`src/rtl/walloc_pkg.sv`:
```
package walloc_pkg;

    typedef enum logic [2:0] {
        RSN_ABOVE_LIMIT = 3'd0,
        RSN_SECTOR      = 3'd1,
        RSN_BELOW_LIMIT = 3'd2,
        RSN_WIN_ON      = 3'd3,
        RSN_WIN_OFF     = 3'd4,
        RSN_HOLE        = 3'd5
    } reason_e;

    typedef enum logic {
        ST_IDLE  = 1'b0,
        ST_ISSUE = 1'b1
    } state_e;

    typedef struct packed {
        logic hole;
        logic win;
        logic below;
        logic win_armed;
    } region_t;

endpackage

```
`src/rtl/walloc_region.sv`:
```
module walloc_region
    import walloc_pkg::*;
#(
    parameter int ADDR_W    = 32,
    parameter int LIMIT_W   = 7,
    parameter int LIMIT_LSB = 22,
    parameter int MB_LSB    = 20,
    parameter logic [ADDR_W-1:0] HOLE_LO = 32'h000A_0000,
    parameter logic [ADDR_W-1:0] HOLE_HI = 32'h000F_FFFF,
    parameter int WIN_MB    = 15
) (
    input  logic [ADDR_W-1:0]  addr,
    input  logic [LIMIT_W-1:0] limit,
    output region_t            region
);
    localparam int CMP_W    = ADDR_W - LIMIT_LSB;
    localparam int MB_W     = ADDR_W - MB_LSB;
    localparam int WIN_UNIT = ((WIN_MB + 1) << MB_LSB) >> LIMIT_LSB;

    always_comb begin
        region.hole      = (addr >= HOLE_LO) && (addr <= HOLE_HI);
        region.win       = (addr[ADDR_W-1:MB_LSB] == MB_W'(WIN_MB));
        region.below     = (addr[ADDR_W-1:LIMIT_LSB] < CMP_W'(limit));
        region.win_armed = (int'(limit) >= WIN_UNIT);
    end
endmodule

```
`src/rtl/walloc_arbiter.sv`:
```
module walloc_arbiter
    import walloc_pkg::*;
(
    input  region_t region,
    input  logic    sector_hit,
    input  logic    line_valid,
    input  logic    win_en,
    output logic    alloc,
    output reason_e reason
);
    always_comb begin
        if (region.hole) begin
            alloc  = 1'b0;
            reason = RSN_HOLE;
        end else if (sector_hit && !line_valid) begin
            alloc  = 1'b1;
            reason = RSN_SECTOR;
        end else if (region.win && region.win_armed) begin
            alloc  = win_en;
            reason = win_en ? RSN_WIN_ON : RSN_WIN_OFF;
        end else if (region.below) begin
            alloc  = 1'b1;
            reason = RSN_BELOW_LIMIT;
        end else begin
            alloc  = 1'b0;
            reason = RSN_ABOVE_LIMIT;
        end
    end
endmodule

```
`src/rtl/walloc_top.sv`:
```
module walloc_top
    import walloc_pkg::*;
#(
    parameter int ADDR_W  = 32,
    parameter int LIMIT_W = 7
) (
    input  logic               clk,
    input  logic               rst_n,
    input  logic               wr_valid,
    input  logic [ADDR_W-1:0]  wr_addr,
    input  logic               sector_hit,
    input  logic               line_valid,
    input  logic [LIMIT_W+1:0] cfg_word,
    output logic               dec_valid,
    output logic               dec_alloc,
    output logic [2:0]         dec_reason,
    output logic               cfg_err
);
    localparam int EN_BIT  = LIMIT_W;
    localparam int RSV_BIT = LIMIT_W + 1;

    state_e  state_q, state_d;
    region_t region;
    logic    alloc_c;
    reason_e reason_c;
    logic    alloc_q;
    reason_e reason_q;
    logic    cfg_err_q;

    walloc_region #(
        .ADDR_W (ADDR_W),
        .LIMIT_W(LIMIT_W)
    ) u_region (
        .addr  (wr_addr),
        .limit (cfg_word[LIMIT_W-1:0]),
        .region(region)
    );

    walloc_arbiter u_arb (
        .region    (region),
        .sector_hit(sector_hit),
        .line_valid(line_valid),
        .win_en    (cfg_word[EN_BIT]),
        .alloc     (alloc_c),
        .reason    (reason_c)
    );

    // next-state: T_ACCEPT, T_STREAM, T_DRAIN, T_WAIT
    always_comb begin
        state_d = state_q;
        unique case (state_q)
            ST_IDLE:  if (wr_valid)  state_d = ST_ISSUE;
            ST_ISSUE: if (!wr_valid) state_d = ST_IDLE;
        endcase
    end

    always_ff @(posedge clk or negedge rst_n) begin
        if (!rst_n) state_q <= ST_IDLE;
        else        state_q <= state_d;
    end

    always_ff @(posedge clk or negedge rst_n) begin
        if (!rst_n) begin
            alloc_q   <= 1'b0;
            reason_q  <= RSN_ABOVE_LIMIT;
            cfg_err_q <= 1'b0;
        end else begin
            cfg_err_q <= cfg_word[RSV_BIT];
            if (wr_valid) begin
                alloc_q  <= alloc_c;
                reason_q <= reason_c;
            end else begin
                alloc_q  <= 1'b0;
                reason_q <= RSN_ABOVE_LIMIT;
            end
        end
    end

    assign dec_valid  = (state_q == ST_ISSUE);
    assign dec_alloc  = alloc_q;
    assign dec_reason = reason_q;
    assign cfg_err    = cfg_err_q;
endmodule

```
`config.mk`:
```
export PLATFORM = sky130hd
export DESIGN_NAME = walloc_top
export DESIGN_NICKNAME = d
export VERILOG_FILES = /design/src/rtl/walloc_pkg.sv /design/src/rtl/walloc_region.sv /design/src/rtl/walloc_arbiter.sv /design/src/rtl/walloc_top.sv
export SDC_FILE = /design/constraint.sdc
export NUM_CORES = 1
export LEC_CHECK = 0
export BUFFER_PORTS_ARGS = -buffer_cell sky130_fd_sc_hd__buf_2
export CAP_MARGIN = 20
export CORE_MARGIN = 2
export CORE_UTILIZATION = 25
export CTS_CLUSTER_SIZE = 8
export DETAILED_ROUTE_END_ITERATION = 10
export GPL_TIMING_DRIVEN = 1
export PLACE_DENSITY = 0.68
export SYNTH_ARGS = -nofsm -noshare
export SYNTH_HDL_FRONTEND = slang
export SYNTH_SLANG_ARGS = --single-unit
```
`constraint.sdc`:
```
create_clock -name clk -period 0.8 [get_ports clk]
set_input_delay 0 -clock clk [delete_from_list [all_inputs] [get_ports clk]]
set_output_delay 0 -clock clk [all_outputs]
set_load 0.01 [all_outputs]
```
Word-level counts from Yosys, hierarchy flattened
Cells that the tools add are included.
{"block": "op_classes", "n_reduce_logical": 4, "add_sub_neg": 0, "eq_ne": 1, "n_bitwise": 0, "order_cmp": 4, "n_mux": 12, "n_mul": 0, "n_shift": 0, "div": 0}
{"cell": "$ge 32x20->1 const B", "n": 1}
{"cell": "$le 32x20->1 const B", "n": 1}
{"cell": "$mux 3", "n": 5}
{"cell": "$eq 12x4->1 const B", "n": 1}
{"cell": "$lt 10x7->1", "n": 1}
{"cell": "$ge 7x3->1 const B", "n": 1}
{"cell": "$mux 1", "n": 6}
{"cell": "$logic_and 1x1->1", "n": 3}
{"cell": "$mux 2", "n": 1}
{"cell": "$logic_not 1->1", "n": 1}
{"block": "word_totals", "latchBits": 0, "ram_bits": 0, "elab_cells": 25, "inputBits": 46, "n_memories": 0, "mem_bits_ro": 0, "register_bits": 6, "out_inout_bits": 6}

Depth between registers and ports, before layout
{"block": "logic_depth", "depth_word": 6, "depth_mapped": 7, "mapped_depth_nobuf": 7}

Modules after synthesis
A second synthesis with hierarchy kept.
{"block": "unflattened", "cells_unflattened": 53, "area_unflattened_um2": 462.9}
{"module": "walloc_region", "cells_each": 34, "area_each_um2": 219.0, "seq_area_each_um2": 0.0, "n_inst": 1}
{"module": "walloc_top", "cells_each": 10, "area_each_um2": 175.2, "seq_area_each_um2": 150.1, "n_inst": 1}
{"module": "walloc_arbiter", "cells_each": 9, "area_each_um2": 68.8, "seq_area_each_um2": 0.0, "n_inst": 1}

Worst setup path after synthesis
OpenSTA, ideal clock, no wires.
{"block": "synth_timing", "path_kind": "input port to flip-flop", "startpoint": "input cfg_word[5]", "endpoint": "register reason_q[1], in the netlist dec_reason[1]", "setup_ns": 0.087, "slack_ns": -0.405, "stages": 7, "t_arrival_ns": 1.119, "path_cell_list": "inv_1 ha_1 a21oi_1 nor2b_1 a2111oi_4 o21ai_2 a211oi_2"}
{"block": "synth_via", "elab_chain_cells": 6, "elab_cells_between_ends": 8}
{"element": "from (decl)", "line_no": "walloc_top.sv:13", "text": "input logic [LIMIT_W+1:0] cfg_word,"}
{"element": "$lt 10x7->1 or $ge 7x3->1 (tied branches)", "line_no": "walloc_region.sv:23, walloc_region.sv:24"}
{"element": "$mux 2 or $logic_and 1x1->1 (tied branches)", "line_no": "walloc_arbiter.sv:21, walloc_arbiter.sv:18"}
{"element": "$mux 3 (*)", "line_no": "walloc_arbiter.sv:18", "text": "end else if (region.win && region.win_armed) begin"}
{"element": "$mux 3 (*)", "line_no": "walloc_arbiter.sv:15", "text": "end else if (sector_hit && !line_valid) begin"}
{"element": "$mux 3 (*)", "line_no": "walloc_arbiter.sv:12", "text": "if (region.hole) begin"}
{"element": "$mux 3 (*)", "line_no": "walloc_top.sv:69", "text": "if (wr_valid) begin"}
{"element": "to (signal assigned)", "line_no": "walloc_top.sv:71", "text": "reason_q <= reason_c;"}
{"element": "to (decl)", "line_no": "walloc_top.sv:27", "text": "reason_e reason_q;"}
Every way passes the cells marked *; elsewhere a longest branch is shown, timed or not.

Final worst setup path
{"block": "layout_timing", "startpoint": "input wr_addr[25]", "endpoint": "register reason_q[1], in the netlist dec_reason[1]"}
{"block": "layout_via", "elab_chain_cells": 6, "elab_cells_between_ends": 11}
{"element": "from (decl)", "line_no": "walloc_top.sv:10", "text": "input logic [ADDR_W-1:0] wr_addr,"}
{"element": "$lt 10x7->1 or $eq 12x4->1 (tied branches)", "line_no": "walloc_region.sv:23, walloc_region.sv:22"}
{"element": "$mux 2 or $logic_and 1x1->1 (tied branches)", "line_no": "walloc_arbiter.sv:21, walloc_arbiter.sv:18"}
{"element": "$mux 3", "line_no": "walloc_arbiter.sv:18"}
{"element": "$mux 3", "line_no": "walloc_arbiter.sv:15"}
{"element": "$mux 3 (*)", "line_no": "walloc_arbiter.sv:12"}
{"element": "$mux 3 (*)", "line_no": "walloc_top.sv:69"}
Marked as above.

==> run summary <==
Number of cells after detailed placement = 108
WL/cell = 9.491 um
Layout Cells excl Fill = 116
ANT nets after route = 0
Max clock buf depth = 2
Die W = 47.38 um
Clk Tree Root Cell = clkbuf_4
Post-synthesis sequential area ratio = 31.91%
Nets = 145
DR pass1 iterations = 2
Worst min-delay path class = in -> reg
Internal = 0.0006126 W
Detailed Route WL = 1101 um
Worst slew pin tran = 332.8 ps
Syn_area_per_cell = 10.23 sq um
Final hold violation count = 0
Mapped Nets = 98
CTS Sinks = 6
# diodes = 0
Port bufs = 34
Failing checks = setup timing
DR vias = 501
Critical path arrival = 1190 ps
Num CTS Buffers = 3
Status = complete, but fails checks
Combinational share of power = 29.4%
Final period util = 134.9%
Most used DFF post-synth = dfrtp_1
Chip Height = 47.38 um
All-layer global routing usage = 10.73%
Flop pwr share = 38.9%
Worst-path clk slew = 40 ps
CTS tree = built
Antenna violations before repair = 0
Fmax = 926.9 MHz
Row count = 15
Synth Instances = 46
Ports = 52
Grt total ovfl = 0
Critical Path RT = 910 ps
Switching Fraction = 24.84%
Vias in the first global route = 452
Hpwl dp = 975.7 um
GPL Wtd Cong = 0.7098
Clock share of power = 31.7%
Flops & latches, synth = 6
Fin. max-slew vios = 0
PnR worst setup slack = -278.8 ps
Leakage = 0.4003 nW
Die Area = 2245 sq um
Synth Cell Area = 470.5 sq um
Number of enable flip-flop cells after synthesis = 0
Final setup viols = 4
Critical path class = in -> reg
DRC Markers = 0
Tmin final = 1079 ps
Share of cells above drive strength 1 = 56.04%
H-tree Lvls = 1
Unrepaired setup endpoints after global routing = yes
First-pass GRT wire length = 1697 um
Ys async rst share = 100.0%
Iteration-0 DRC Markers = 3
Largest net degree at the start of global routing = 7
Final core utilization = 44.87%
Nature of the critical path endpoint = register
Initial Util = 26.95%
Crit start category = input port
Area Growth Syn to Fin = 66.49%
Max Cap Viol = 0
Core Box Area = 1745 sq um
Crit-path max FO = 4
Yosys Warn Count = 0
Max_slew headroom = 77.61%
Netlist cell types = 24
VDD IR max = 0.3433 mV
Via density = 4.319
Switch Pwr = 0.0002025 W
Power per cell area = 1041 nW/um^2
critical path, stage by stage:
cell and delay [ps]:
buf_6 90, or4_4 550, nor3_4 190, o2111ai_2 190
nand2_2 120, a211oi_2 50
cell usage in the layout, fill, tap and decap left out, types with 2 or more instances in the layout:
master         instances
inv_1                  6
a21boi_1               2
nor2_1                 2
buf_2                 33
ha_1                   6
buf_4                  5
nand3_1                3
dlygate4sd3_1          3
a21oi_1                3
clkbuf_4               3
nor2b_1                2
dfrtp_1                6
registers in the layout, summed over array words and instances, names as in the netlist:
name	cells
cfg_err	1
dec_alloc	1
dec_reason	3
dec_valid	1
synthesized netlist by cell type (2+ instances only):
cell type,number,area (sq um)
dfrtp_1,6,150.1
ha_1,6,75.07
inv_1,6,22.52
a21oi_1,3,15.01
nand3_1,3,15.01
a21boi_1,2,15.01
nor2_1,2,7.510
nor2b_1,2,12.51
metal layers:
| layer | track usage, % | part of all wire [%] |
|---|---|---|
| met1 | 11.93 | 39 |
| met2 | 18.92 | 50 |
| met3 | 1.538 | 11 |
| met4 | 6.667 | 0 |
| met5 | 0 | 0 |
metrics by stage:
stage	hold WS (ps)	cell area [sq um]	power, W	worst slack [ps]	setup TNS (ps)
2_1_floorplan	-295.6	483.0	0.0004157	-348.7	-1290
3_3_place_gp	-176.8	706.9	0.0005403	-537.7	-2015
3_5_place_dp	-177.7	706.9	0.0005434	-561.7	-2095
4_1_cts	35.95	773.2	0.0008302	-288.7	-984.1
5_1_grt	66.98	783.3	0.0008713	-343.0	-1255
6_report	53.20	783.3	0.0008151	-278.8	-1005
final cells by class:
| class | instances | area, sq um |
|---|---|---|
| Timing Repair Buffer | 42 | 244.0 |
| Inverter | 6 | 22.52 |
| Fill cell | 183 | 962.2 |
| Sequential cell | 6 | 150.1 |
| Multi-Input combinational cell | 34 | 312.8 |
| Tap cell | 25 | 31.28 |
| Clock buffer | 3 | 22.52 |
power groups by stage:
| stage | Clock [W] | Combinational, W | Sequential [W] |
|---|---|---|---|
| after floorplan | 0 | 0.0000871 | 0.000329 |
| after global placement | 0 | 0.000219 | 0.000322 |
| after detailed placement | 0 | 0.000222 | 0.000322 |
| after CTS | 0.000272 | 0.000241 | 0.000317 |
| after global routing | 0.000282 | 0.000271 | 0.000318 |
| final | 0.000258 | 0.000240 | 0.000317 |
worst paths after layout:
| check | to | slack [ps] | cells after the start | start |
|---|---|---|---|---|
| min in group asynchronous | dec_alloc$_DFF_PN0_ | 120 | 2 | rst_n |
| max in group asynchronous | dec_valid$_DFF_PN0_ | 540 | 2 | rst_n |
| setup / recovery | dec_reason[1]$_DFF_PN0_ | -280 | 6 | wr_addr[25] |
| hold / removal | dec_reason[1]$_DFF_PN0_ | 50 | 3 | cfg_word[7] |
what timing repair did:
| item | in CTS | in global routing |
|---|---|---|
| pin swaps | 3 | 2 |
| endpoints found under the hold margin | 8 | 0 |
| endpoints found under the setup margin | 4 | 4 |
| gates resized for setup | 1 | 1 |
| setup buffers | 1 | 1 |
| hold buffers | 3 | 0 |
logic make-up (layout without fill, tap and decap cells):
| family | count (synthesis) | count (layout) | share of synthesized area (%) |
|---|---|---|---|
| adders and majority gates | 6 | 6 | 15.96 |
| and+or+nand+nor | 15 | 15 | 22.87 |
| buffers and inverters | 6 | 51 | 4.787 |
| DFF | 6 | 6 | 31.91 |
| AOI/OAI and AO/OA | 13 | 13 | 24.47 |
Power figures use the tool's default switching activity.
